===== src/rtl/mfill_pkg.sv =====
package mfill_pkg;
   typedef enum logic [1:0] {
      SEL_FIRST = 2'd0,
      SEL_LAST  = 2'd1,
      SEL_FILL  = 2'd2,
      SEL_OP    = 2'd3
   } mf_sel_e;

   typedef enum logic {
      ST_IDLE = 1'b0,
      ST_RUN  = 1'b1
   } mf_state_e;

   localparam int unsigned OPC_FILL = 1;
endpackage


===== src/rtl/mfill_regs.sv =====
module mfill_regs #(
   parameter int unsigned REG_W  = 32,
   parameter int unsigned ADDR_W = 16,
   parameter int unsigned DATA_W = 32
) (
   input  logic              clk,
   input  logic              rst_n,
   input  logic              wr_en,
   input  logic [1:0]        wr_sel,
   input  logic [REG_W-1:0]  wr_data,
   output logic [ADDR_W-1:0] first_q,
   output logic [ADDR_W-1:0] last_q,
   output logic [DATA_W-1:0] fill_q
);
   import mfill_pkg::*;

   always_ff @(posedge clk) begin
      if (!rst_n) begin
         first_q <= '0;
         last_q  <= '0;
         fill_q  <= '0;
      end else if (wr_en) begin
         case (mf_sel_e'(wr_sel))
            SEL_FIRST: first_q <= wr_data[ADDR_W-1:0];
            SEL_LAST:  last_q  <= wr_data[ADDR_W-1:0];
            SEL_FILL:  fill_q  <= wr_data[DATA_W-1:0];
            default:   ;
         endcase
      end
   end
endmodule


===== src/rtl/mfill_addr_gen.sv =====
module mfill_addr_gen #(
   parameter int unsigned ADDR_W = 16
) (
   input  logic              clk,
   input  logic              rst_n,
   input  logic              load,
   input  logic              adv,
   input  logic [ADDR_W-1:0] first_in,
   input  logic [ADDR_W-1:0] last_in,
   output logic [ADDR_W-1:0] cur_addr,
   output logic              at_last
);
   logic [ADDR_W-1:0] stop_q;

   always_ff @(posedge clk) begin
      if (!rst_n) begin
         cur_addr <= '0;
         stop_q   <= '0;
      end else if (load) begin
         cur_addr <= first_in;
         stop_q   <= last_in;
      end else if (adv) begin
         cur_addr <= cur_addr + 1'b1;
      end
   end

   assign at_last = (cur_addr == stop_q);
endmodule


===== src/rtl/mfill_payload.sv =====
module mfill_payload #(
   parameter int unsigned DATA_W       = 32,
   parameter int unsigned LANE_W       = 5,
   parameter bit          HOLD_PAYLOAD = 1'b1
) (
   input  logic              clk,
   input  logic              rst_n,
   input  logic              load,
   input  logic [DATA_W-1:0] fill_in,
   input  logic [LANE_W-1:0] lanes_in,
   output logic [DATA_W-1:0] data_out,
   output logic [LANE_W-1:0] lanes_out
);
   always_ff @(posedge clk) begin
      if (!rst_n)    lanes_out <= '0;
      else if (load) lanes_out <= lanes_in;
   end

   generate
      if (HOLD_PAYLOAD) begin : g_hold
         logic [DATA_W-1:0] data_q;
         always_ff @(posedge clk) begin
            if (!rst_n)    data_q <= '0;
            else if (load) data_q <= fill_in;
         end
         assign data_out = data_q;
      end else begin : g_live
         assign data_out = fill_in;
      end
   endgenerate
endmodule


===== src/rtl/mfill_ctrl.sv =====
module mfill_ctrl (
   input  logic clk,
   input  logic rst_n,
   input  logic start,
   input  logic accept,
   input  logic at_last,
   output logic busy
);
   import mfill_pkg::*;

   mf_state_e state_q, state_d;

   always_comb begin
      state_d = state_q;
      case (state_q)
         ST_IDLE: if (start)            state_d = ST_RUN;
         ST_RUN:  if (accept && at_last) state_d = ST_IDLE;
         default:                        state_d = ST_IDLE;
      endcase
   end

   always_ff @(posedge clk) begin
      if (!rst_n) state_q <= ST_IDLE;
      else        state_q <= state_d;
   end

   assign busy = (state_q == ST_RUN);
endmodule


===== src/rtl/mfill_engine.sv =====
module mfill_engine #(
   parameter int unsigned REG_W        = 32,
   parameter int unsigned ADDR_W       = 16,
   parameter int unsigned DATA_W       = 32,
   parameter int unsigned OP_W         = 4,
   parameter int unsigned LANE_W       = 5,
   parameter bit          HOLD_PAYLOAD = 1'b1
) (
   input  logic              clk,
   input  logic              rst_n,
   input  logic              cfg_we,
   input  logic [1:0]        cfg_sel,
   input  logic [REG_W-1:0]  cfg_wdata,
   output logic              busy,
   output logic              req_valid,
   input  logic              req_ready,
   output logic [ADDR_W-1:0] req_addr,
   output logic [DATA_W-1:0] req_data,
   output logic [LANE_W-1:0] req_lanes
);
   import mfill_pkg::*;

   localparam int unsigned OPWORD_W = OP_W + LANE_W;

   generate
      if (ADDR_W < 1 || ADDR_W > REG_W) begin : g_bad_addr
         $error("mfill_engine: ADDR_W must be between 1 and REG_W");
      end
      if (DATA_W < 1 || DATA_W > REG_W) begin : g_bad_data
         $error("mfill_engine: DATA_W must be between 1 and REG_W");
      end
      if (OP_W < 2 || LANE_W < 1 || OPWORD_W > REG_W) begin : g_bad_op
         $error("mfill_engine: operation word does not fit REG_W");
      end
   endgenerate

   logic [ADDR_W-1:0] first_q, last_q;
   logic [DATA_W-1:0] fill_q;
   logic              op_wr, start_go, accept, at_last;
   logic [OP_W-1:0]   op_code;
   logic [LANE_W-1:0] op_lanes;

   mfill_regs #(.REG_W(REG_W), .ADDR_W(ADDR_W), .DATA_W(DATA_W)) u_regs (
      .clk     (clk),
      .rst_n   (rst_n),
      .wr_en   (cfg_we),
      .wr_sel  (cfg_sel),
      .wr_data (cfg_wdata),
      .first_q (first_q),
      .last_q  (last_q),
      .fill_q  (fill_q)
   );

   assign op_wr    = cfg_we && (mf_sel_e'(cfg_sel) == SEL_OP);
   assign op_code  = cfg_wdata[OP_W-1:0];
   assign op_lanes = cfg_wdata[OP_W +: LANE_W];
   assign start_go = op_wr && !busy && (op_code == OP_W'(OPC_FILL))
                     && (first_q <= last_q);
   assign accept   = req_valid && req_ready;

   mfill_ctrl u_ctrl (
      .clk     (clk),
      .rst_n   (rst_n),
      .start   (start_go),
      .accept  (accept),
      .at_last (at_last),
      .busy    (busy)
   );

   mfill_addr_gen #(.ADDR_W(ADDR_W)) u_addr (
      .clk      (clk),
      .rst_n    (rst_n),
      .load     (start_go),
      .adv      (accept && !at_last),
      .first_in (first_q),
      .last_in  (last_q),
      .cur_addr (req_addr),
      .at_last  (at_last)
   );

   mfill_payload #(.DATA_W(DATA_W), .LANE_W(LANE_W), .HOLD_PAYLOAD(HOLD_PAYLOAD)) u_pay (
      .clk       (clk),
      .rst_n     (rst_n),
      .load      (start_go),
      .fill_in   (fill_q),
      .lanes_in  (op_lanes),
      .data_out  (req_data),
      .lanes_out (req_lanes)
   );

   assign req_valid = busy;
endmodule


===== config.mk =====
export PLATFORM = sky130hd
export DESIGN_NAME = mfill_engine
export DESIGN_NICKNAME = d
export VERILOG_FILES = /design/src/rtl/mfill_pkg.sv /design/src/rtl/mfill_regs.sv /design/src/rtl/mfill_addr_gen.sv /design/src/rtl/mfill_payload.sv /design/src/rtl/mfill_ctrl.sv /design/src/rtl/mfill_engine.sv
export SDC_FILE = /design/constraint.sdc
export NUM_CORES = 1
export LEC_CHECK = 0
export BUFFER_PORTS_ARGS = -buffer_cell sky130_fd_sc_hd__buf_4
export CAP_MARGIN = 15
export CORE_MARGIN = 3
export CORE_UTILIZATION = 35
export CTS_CLUSTER_SIZE = 10
export DETAILED_ROUTE_END_ITERATION = 12
export GPL_TIMING_DRIVEN = 0
export HOLD_SLACK_MARGIN = 0.06
export MAX_ROUTING_LAYER = met4
export PLACE_DENSITY_LB_ADDON = 0.25
export SLEW_MARGIN = 20
export SYNTH_ARGS = -nofsm -noshare
export SYNTH_HDL_FRONTEND = slang
export SYNTH_SLANG_ARGS = --single-unit

===== constraint.sdc =====
create_clock -name clk -period 2.8 [get_ports clk]
set_clock_uncertainty 0.15 [all_clocks]
set_input_delay 0.14 -clock clk [delete_from_list [all_inputs] [get_ports clk]]
set_output_delay 0.14 -clock clk [all_outputs]
set_load 0.05 [all_outputs]

Word level (Yosys, flattened, before mapping). Cells that the tools add are included.

Reduce and logical (&&, ||, !) cells: 14. Bitwise logic cells: 1. Magnitude comparators: 1. Equal/unequal tests: 5. Multiplexer cells: 5. $add $sub $neg: 1.

Operator list (number): 16-bit two-way mux (2); 16-bit by 1-bit adder with 16-bit output (second input constant) (1); 16-bit == test (1); 16-bit less-or-equal comparator (1); 1-bit logical AND (7); 2-bit AND reduction (3); 2-bit == test (second input constant) (2); 4-bit by 1-bit == test with 1-bit output (second input constant) (1); 2-bit by 1-bit == test with 1-bit output (second input constant) (1); 1-bit zero test (2); 2-bit zero test (1); 1-bit two-way mux (2); 1-bit case mux with 2 select lines (1); 2-bit nonzero test (1); 1-bit NOT (1).

Logic and storage cells: 35. Output and inout port bits: 55. Register bits after elaboration: 134. Bits of input ports: 38.

Longest topological paths before layout. Gate-level depths: netlist (run 1).

Depth after elaboration: 7. Depth in mapped cells: 10. Gate-level depth less buffers: 8.

By module. From an unflattened synthesis (run 1), not the netlist that was laid out.

Cells, all modules: 603. Area, all modules: 6075.8 µm².

Modules (own cells, without submodules): mfill_regs (area each 2498.6 µm², seq. area each 1281.2 µm², instances 1, cells each 246); mfill_addr_gen (area each 1645.3 µm², seq. area each 640.6 µm², instances 1, cells each 174); mfill_payload (area each 1425.1 µm², seq. area each 740.7 µm², instances 1, cells each 118); mfill_engine (area each 475.5 µm², seq. area each 0.0 µm², instances 1, cells each 62); mfill_ctrl (area each 31.3 µm², seq. area each 20.0 µm², instances 1, cells each 3).

Worst setup path before layout (run 1). No wires, ideal clock.

Path type: reg2reg. Start: register u_ctrl.state_q, in the netlist u_ctrl.busy. End: register u_pay.g_hold.data_q[0], in the netlist u_pay.data_out[0]. Buffers on the path: 2. Library setup time: 0.128 ns. Period minus slack after synthesis: 2.642 ns. Path slack: 0.158 ns. Stages on the path, launching flop included: 9. Arrival time: 2.365 ns. Data required time: 2.522 ns. Path through: dfxtp_1 > or4_4 > or3_1 > a221o_1 > o31a_4 > buf_12 > buf_12 > mux2i_1 > nor2_1.

Longest elaborated chain between the ends: 4.

RTL lines: start: declaration (line mfill_ctrl.sv:11) `mf_state_e state_q, state_d;`; start signal: assignment (line mfill_ctrl.sv:24) `else state_q <= state_d;`; 1-bit zero test (line mfill_engine.sv:57) `assign start_go = op_wr && !busy && (op_code == OP_W'(OPC_FILL))`; 1-bit logical AND (2 in a row) (line mfill_engine.sv:57); 1-bit logical AND (line mfill_engine.sv:58) `&& (first_q <= last_q);`; end signal: assignment (line mfill_payload.sv:24) `else if (load) data_q <= fill_in;`; end: declaration (line mfill_payload.sv:21) `logic [DATA_W-1:0] data_q;`.

Every way passes these cells. A chain may end at the register's enable or synchronous reset.

Worst setup path after layout (run 1).
Start: register u_ctrl.state_q, in the netlist u_ctrl.busy. End: register u_addr.cur_addr[7].

Longest elaborated chain between the ends: 5. Elaborated cells between the ends (all ways): 8. Classes of those cells: 1 x mux; 7 x reduce/logical.

RTL lines: 1-bit zero test (line mfill_engine.sv:57); 1-bit logical AND (2 in a row) (line mfill_engine.sv:57); 1-bit logical AND (line mfill_engine.sv:58); 16-bit two-way mux / 2-bit nonzero test (equally long branches); end signal: assignment (line mfill_addr_gen.sv:20) `cur_addr <= first_in;`; end signal: assignment (line mfill_addr_gen.sv:23) `cur_addr <= cur_addr + 1'b1;`; end: declaration (line mfill_addr_gen.sv:10) `output logic [ADDR_W-1:0] cur_addr,`.

Parallel ways exist; a longest one is shown, timed or not.

==> out/metrics.cfg, run 1 <==
[timing]
maxSlewHeadroom=0.431
final.setup.tns_ps=0
period_needed_ps=2660
setup_violations=0
fin_crit_sh=0.951
slew_viol_final=0
fmax_mhz=376
worst_pin_slew_ps=852
hold_violations=0
rsz0062_at_grt=false

[run_status]
status=finished, final reports clean

[clock_network]
clk_latency_ps=410
clk_pin_slew_ps=60
clock_path_buffers=2
clock-sinks=134
cts-buffers-inserted=17
cts_root_buf=clkbuf_16
h-tree-depth=4
cts_tree=done

[floorplan]
chipHeight_um=133
coreArea_sq_um=15500
rows=45
initial_core_util=0.366
dieArea_sq_um=17800
pin_count=93
fp.dieW_um=133

[logic_synthesis]
synth_cell_type_count=41
synth_area_sq_um=5680
synthesis.nets=703
synth_area_leaders=dfxtp_1, mux2i_1, nand2_1
yosys.area.top_type_share=0.472
async_flop_share=0
syn_inst=648
yosys_warnings=0
yosys.area.top_type=dfxtp_1
synth-seq-cells=134
avgSynthCellArea_sq_um=8.77
synth_ff_type=dfxtp_1
ys_seq_area_frac=0.472
synth_enable_flop_cells=0

[layout]
stdcell_count=1022
final_cell_mix=nand2_1, dfxtp_1, buf_4
multi_input_area_sq_um=2700
drive_above_1_share=0.180
antenna_cells_inserted=0
syn_to_final_growth_pct=35.9
ff_latch_area_sq_um=2680
final_common_cell=nand2_1
final.fill_count=1520
nNetsFinal=854

[place]
dp.cells=950
numPortBuffers=91
place_hpwl_mm=11.7
gp_congestion=0.812

[drt]
viasPerCell=4.83
firstDrtPassIters=4
wl_per_cell_um=15.5
drt-total-wl_mm=15.8
post-route-drc-count=0
drt_iter0_drc=285
dr_total_vias=4933
antenna_left=0

[global_routing]
antenna_found_initial=0
grt_usage=0.187
grt_pass1_wl_mm=25.6
overflow=0
grt_max_degree=17
grt_pass1_vias=4969

[setup_path]
rrSetupSlack_ps=140
worst_ep_required_time_ps=2940
timing.rr.end=u_addr.cur_addr[7]
crit_fanout=10
cp_data_arrival_time_ps=2800
worstSetupPathType=flip-flop to flip-flop
startpoint_type=flip-flop
r2r_start=u_ctrl.busy
end_kind=flip-flop
rr_worst_depth=8

[hold_path]
hp-start=cfg_wdata[3]
hold_end=u_regs.last_q[3]
min_path_type=input port to flip-flop
whs_path_depth=4

[power]
leakage_uw=0.00352
ir_drop_uv=421
powerDensity_nw_per_um2=589

[run]
cap_viol_max_count=0

-- critical path: stages (launching register included) --
cell and delay, ps:
dfxtp_2 370, or4_4 430, or3_4 370, a221o_1 280, o31a_4 390, buf_6 180, buf_6 150, o21ai_1 170
a21oi_1 60
-- state kept, by name (all words and copies together) (netlist names) --
register,flops
u_addr.cur_addr,16
u_addr.stop_q,16
u_ctrl.busy,1
u_pay.data_out,32
u_pay.lanes_out,5
u_regs.fill_q,32
u_regs.first_q,16
u_regs.last_q,16
-- cell type report --
class / count / share of cell area
Multi-Input combinational cell: 456 / 0.350
Sequential cell: 134 / 0.347
Timing Repair Buffer: 132 / 0.148
Clock buffer: 20 / 0.0591
Tap cell: 211 / 0.0342
Buffer: 40 / 0.0327
Clock inverter: 11 / 0.0194
Inverter: 18 / 0.00875
-- metal layers --
| metal | share of wire | GRT usage | wire (um) | vias up |
|---|---|---|---|---|
| met1 | 0.45 | 0.226 | 7100 | 2302 |
| li1 | - | - | - | 2496 |
| met2 | 0.48 | 0.298 | 7570 | 114 |
| met5 | 0 | - | 0 | - |
| met4 | 0.022 | 0.0646 | 348 | 0 |
| met3 | 0.050 | 0.0574 | 797 | 21 |
-- stage by stage --
step / hold slack, ps / total power, uW / setup slack (ps) / utilization / instance area, sq um
after floorplan: 126 / 2150 / 158 / - / 5680
after global placement: 238 / 2260 / 39.0 / 0.427 / 6630
after detailed placement: 250 / 2270 / 32.1 / 0.427 / 6630
after CTS: 80.4 / 4580 / 1.64 / 0.489 / 7600
after global routing: 81.2 / 4720 / 13.4 / 0.497 / 7720
final: 84.3 / 4550 / 138 / 0.497 / 7720
-- power by group --
group          internal, uW  switching (uW)  total (uW)
Combinational           139             172         311
Clock                  1450             828        2270
Sequential             1940            27.4        1970
-- cells in the mapped netlist, types with 3 or more instances --
library cell	count
nor3_1	3
nand2_1	139
and3_1	7
nor2_1	47
buf_12	5
a21oi_1	77
nand4_1	14
xor2_1	26
inv_1	17
nand3_1	13
clkbuf_1	31
nor2b_1	10
a21boi_0	5
o21ai_0	15
mux2i_1	53
dfxtp_1	134
nor4_1	5
ha_1	17
-- worst max-delay path by stage --
stage / from / to / slack, ps / cells past startpoint
after global placement: u_regs.last_q[15] / u_addr.cur_addr[12] / 40 / 9
after detailed placement: u_regs.last_q[14] / u_addr.cur_addr[1] / 30 / 9
after CTS: u_regs.last_q[15] / u_pay.data_out[22] / 2 / 10
final: u_ctrl.busy / u_addr.cur_addr[7] / 140 / 8
after global routing: u_ctrl.busy / u_addr.cur_addr[1] / 10 / 7
after floorplan: u_ctrl.busy / u_pay.data_out[0] / 160 / 8
-- kinds of logic after synthesis --
kind of cell	count (synthesis)	synth area share
AND/OR/NAND/NOR	253	0.198
flip-flops	134	0.472
AO/OA/AOI/OAI	106	0.102
buffers and inverters	58	0.0561
multiplexers	53	0.0934
XOR/XNOR	27	0.0416
adder cells (fa/ha/maj)	17	0.0374
-- repair_timing --
item | CTS | global route
setup buffers | 0 | 4
hold buffers | 36 | 0
resized for setup | 0 | 15
hold endpoints to repair | 73 | 0
setup endpoints to repair | 0 | 53
No activity file was read; power rests on OpenSTA's default activity.
==> run 2, diff against run 1 <==
--- a/config.mk
+++ b/config.mk
@@ -9,12 +9,14 @@
 export CAP_MARGIN = 15
 export CORE_MARGIN = 3
 export CORE_UTILIZATION = 35
+export CTS_CLUSTER_DIAMETER = 50
 export CTS_CLUSTER_SIZE = 10
 export DETAILED_ROUTE_END_ITERATION = 12
 export GPL_TIMING_DRIVEN = 0
 export HOLD_SLACK_MARGIN = 0.06
 export MAX_ROUTING_LAYER = met4
 export PLACE_DENSITY_LB_ADDON = 0.25
+export RECOVER_POWER = 100
 export SLEW_MARGIN = 20
 export SYNTH_ARGS = -nofsm -noshare
 export SYNTH_HDL_FRONTEND = slang
==> run 2 against run 1 <==
Net effect: combinational power hardly changed; cell count is the same; register-to-register slack about the same; worst setup slack improved by 2.6 ps; via count grew 0.69%; maximum frequency barely moved; sequential power about the same; critical endpoint unchanged; global-route usage stayed put.
==> out/metrics.cfg, run 2 (synthesis results as in run 1) <==
[global_routing]
overflow=0
grt_pass1_vias=4969
grt_pass1_wl_mm=25.6
antenna_found_initial=0
grt_usage=0.187
grt_max_degree=17

[setup_path]
rr_worst_depth=8
crit_path_top_delay_cell=or4_4
crit_path_cell_trace=or4_4 -> or3_4 -> a221o_1 -> o31a_4 -> buf_6 -> buf_6 -> o21ai_1 -> a21oi_1
worstSetupPathType=flip-flop to flip-flop
cp.depth=8
crit_fanout=10
startpoint_type=flip-flop
timing.rr.end=u_addr.cur_addr[7]
rrSetupSlack_ps=140
path_common_cell=buf_6
r2r_start=u_ctrl.busy
cp_data_arrival_time_ps=2800
critical_path.max_stage_delay_ps=430
path_delay_family=compound AO/OA/AOI/OAI gates
cp.buffers_inverters=2
end_kind=flip-flop
worst_ep_required_time_ps=2940

[place]
placed_cell_area_sq_um=6630
place_hpwl_mm=11.7
numPortBuffers=91
gp_congestion=0.812

[drt]
drt-total-wl_mm=15.9
firstDrtPassIters=4
post-route-drc-count=0
antenna_left=0
viasPerCell=4.86
drt_iter0_drc=286
wl_per_cell_um=15.5
dr_total_vias=4967

[layout]
syn_to_final_growth_pct=31.8
final_cell_mix=nand2_1, dfxtp_1, clkbuf_1
drive_above_1_share=0.107
nNetsFinal=854
final_area_sq_um=7490
final_common_cell=nand2_1
antenna_cells_inserted=0

[hold_path]
min_path_type=input port to flip-flop
whs_path_depth=4
hold_end=u_regs.last_q[3]
hp-start=cfg_wdata[3]

[run_status]
status=finished, final reports clean

[power]
ir_drop_uv=422
leakage_uw=0.00330
powerDensity_nw_per_um2=607

[floorplan]
dieArea_sq_um=17800
initial_core_util=0.366
fp.dieW_um=133
rows=45
pin_count=93
coreArea_sq_um=15500
chipHeight_um=133

[timing]
whs_ps=80.8
fmax_mhz=376
hold_violations=0
rsz0062_at_grt=false
worst_pin_slew_ps=852
setup_violations=0
final.setup.tns_ps=0
slew_viol_final=0
period_needed_ps=2660
fin_crit_sh=0.950
maxSlewHeadroom=0.431

[run]
cap_viol_max_count=0

[clock_network]
cts_root_buf=clkbuf_16
clock-sinks=134
clk_pin_slew_ps=60
clock_path_buffers=2
cts_tree=done
clk_latency_ps=410
cts-buffers-inserted=17
h-tree-depth=4

## run 2: changes by cell type in the layout (fill, tap and decap cells not counted)
| cell | previous run | this run |
|---|---|---|
| buf_4 | 93 | 36 |
| clkbuf_1 | 31 | 87 |
| mux2i_1 | 50 | 53 |
| mux2i_2 | 3 | 0 |
| clkbuf_2 | 1 | 3 |
| buf_12 | 5 | 4 |
| buf_2 | 1 | 0 |
| buf_6 | 3 | 4 |
## run 2: report_power, final
part | switching (uW) | internal (uW)
clock network | 829 | 1450
logic | 172 | 136
registers | 27.2 | 1940
## run 2: worst max-delay path by stage
stage                                to               from
floorplan             u_pay.data_out[0]        u_ctrl.busy
global placement    u_addr.cur_addr[12]  u_regs.last_q[15]
detailed placement   u_addr.cur_addr[1]  u_regs.last_q[14]
CTS                  u_pay.data_out[22]  u_regs.last_q[15]
global route         u_addr.cur_addr[1]        u_ctrl.busy
finish               u_addr.cur_addr[7]        u_ctrl.busy
## run 2: routing by layer
layer	share of wire	routed length [um]	track usage
met5	0	0	-
met4	0.022	354	0.0646
met3	0.045	719	0.0574
met1	0.46	7250	0.226
met2	0.48	7540	0.298
## run 2: through the flow
stage	utilization	worst slack (ps)	total power (uW)	instances
finish	0.482	140	4550	1022
CTS	0.489	1.64	4580	1017
floorplan	-	158	2150	648
global placement	0.427	39.0	2260	950
detailed placement	0.427	32.1	2270	950
global route	0.482	13.7	4720	1022
## run 2: timing repair
action | CTS | global route
hold buffers | 36 | 0
buffers inserted | 0 | 4
gates resized for setup | 0 | 15
hold endpoints to repair | 73 | 0
setup endpoints to repair | 0 | 53
## run 2: worst register-to-register path, stage by stage, from the launching register on
cell,delay (ps)
dfxtp_2,370
or4_4,430
or3_4,370
a221o_1,280
o31a_4,390
buf_6,180
buf_6,150
o21ai_1,170
a21oi_1,60
## run 2: area by class of cell
class / instances / area (sq um)
clock inverters: 11 / 150
well taps: 211 / 264
fillers: 1586 / 8050
flip-flops and latches: 134 / 2680
multi-input cells: 456 / 2690
inverters: 18 / 67.6
clock buffers: 20 / 457
plain buffers: 40 / 244
repair buffers: 132 / 932
==> run 3, diff against run 2 <==
--- a/config.mk
+++ b/config.mk
@@ -7,7 +7,6 @@
 export LEC_CHECK = 0
 export BUFFER_PORTS_ARGS = -buffer_cell sky130_fd_sc_hd__buf_4
 export CAP_MARGIN = 15
-export CORE_MARGIN = 3
 export CORE_UTILIZATION = 35
 export CTS_CLUSTER_DIAMETER = 50
 export CTS_CLUSTER_SIZE = 10
@@ -17,6 +16,7 @@
 export MAX_ROUTING_LAYER = met4
 export PLACE_DENSITY_LB_ADDON = 0.25
 export RECOVER_POWER = 100
+export REMOVE_ABC_BUFFERS = 1
 export SLEW_MARGIN = 20
 export SYNTH_ARGS = -nofsm -noshare
 export SYNTH_HDL_FRONTEND = slang
==> run 3 against run 2 <==
Net effect: first-iteration DRC count shrank 4.5%; worst setup slack lost 72 ps; routed wire length is 7.5% lower; power down 7.0%; clock power down 15%; sequential power barely moved; cell count down 2.5%; flip-flop and latch count did not move; largest cell class unchanged; largest power group is now registers.
==> out/metrics.cfg, run 3 (synthesis results as in run 1) <==
[run_status]
status=finished, final reports clean

[setup_path]
cp_data_arrival_time_ps=2840
cp-startpoint=u_ctrl.busy
r2r_start=u_ctrl.busy
rrSetupSlack_ps=70
crit_fanout=12
endpoint=u_pay.data_out[31]
worstSetupPathType=flip-flop to flip-flop
rr_worst_depth=7
timing.rr.end=u_pay.data_out[31]
end_kind=flip-flop
startpoint_type=flip-flop
worst_ep_required_time_ps=2910

[timing]
fin_crit_sh=0.976
setup_violations=0
period_needed_ps=2730
slew_viol_final=0
worst_pin_slew_ps=789
final.setup.tns_ps=0
maxSlewHeadroom=0.474
hold_violations=0
rsz0062_at_grt=true
setup_ws_ps=68.3
fmax_mhz=366

[floorplan]
dieArea_sq_um=16800
initial_core_util=0.358
rows=46
chipHeight_um=129
fp.dieW_um=129
coreArea_sq_um=15900
pin_count=93

[layout]
final_common_cell=nand2_1
drive_above_1_share=0.126
nNetsFinal=823
syn_to_final_growth_pct=28.6
final_cell_mix=nand2_1, dfxtp_1, a21oi_1
antenna_cells_inserted=0

[power]
ir_drop_uv=398
leakage_uw=0.00323
powerDensity_nw_per_um2=579

[clock_network]
cts-buffers-inserted=17
clock-sinks=134
clk_latency_ps=410
clk_pin_slew_ps=60
cts_tree=done
h-tree-depth=4
clock_path_buffers=2
cts_root_buf=clkbuf_16

[place]
place_hpwl_mm=9.18
gp_congestion=0.813
place_ws_ps=-644
numPortBuffers=92

[drt]
post-route-drc-count=0
dr_total_vias=4869
viasPerCell=4.89
antenna_left=0
wl_per_cell_um=14.7
drt_iter0_drc=273
drt-total-wl_mm=14.7
firstDrtPassIters=4

[global_routing]
grt_pass1_vias=4633
overflow=0
antenna_found_initial=0
grt_max_degree=107
grt_usage=0.190
grt_pass1_wl_mm=23.5

[hold_path]
min_path_type=input port to flip-flop

[run]
cap_viol_max_count=0

[run 3: cell count changes in the layout (fill, tap and decap cells not counted), moves of 4 or more]
cell,previous run,this run
clkbuf_1,87,46
buf_12,4,0
buf_4,36,57
dlygate4sd3_1,33,39
[run 3: cell type report]
| type | count | area, sq um |
|---|---|---|
| Multi-Input combinational cell | 458 | 2740 |
| Sequential cell | 134 | 2680 |
| Tap cell | 216 | 270 |
| Fill cell | 1588 | 8580 |
| Clock inverter | 5 | 25.0 |
| Inverter | 18 | 72.6 |
| Timing Repair Buffer | 139 | 1040 |
| Clock buffer | 26 | 479 |
[run 3: power by group]
| part | total (uW) | internal, uW | switching (uW) | leakage [uW] |
|---|---|---|---|---|
| Sequential | 1970 | 1940 | 24.1 | 0.00108 |
| Combinational | 323 | 145 | 178 | 0.00190 |
| Clock | 1940 | 1160 | 778 | 0.000252 |
| Total | 4230 | 3250 | 979 | 0.00323 |
[run 3: routing by layer]
layer / share of wire / global-route usage / vias to the layer above
li1: - / - / 2435
met1: 0.46 / 0.240 / 2284
met2: 0.48 / 0.299 / 135
met3: 0.055 / 0.0458 / 15
met4: 0.010 / 0.0581 / 0
met5: 0 / - / -
[run 3: worst min path at each step]
stage,start,to,depth (start not counted)
detailed placement,cfg_wdata[17],u_regs.fill_q[17],3
global placement,cfg_wdata[16],u_regs.fill_q[16],3
global route,cfg_we,u_regs.first_q[6],5
finish,cfg_we,u_regs.last_q[14],5
CTS,cfg_we,u_regs.last_q[10],5
floorplan,rst_n,u_addr.cur_addr[8],1
[run 3: repair_timing]
item	CTS	global route
buffers inserted	2	2
gates resized for setup	4	3
endpoints found under the setup margin	70	33
hold buffers	39	0
hold endpoints to repair	87	0
gates cloned	2	1
pin swaps	1	3
[run 3: critical path: stages (launching register included)]
cell     delay (ps)
dfxtp_2         360
or4_4           420
or3_1           370
a221o_1         340
buf_4           170
o31a_2          510
mux2i_1         210
nor2_1           50
[run 3: stage by stage]
stage	instances	hold WS (ps)	util	power [uW]	cell area, sq um
after floorplan	608	118	-	2130	5430
after global placement	916	238	0.402	2240	6390
after detailed placement	919	247	0.406	2260	6450
after CTS	993	131	0.466	4260	7400
after global routing	996	172	0.460	4400	7310
final	996	151	0.460	4230	7310
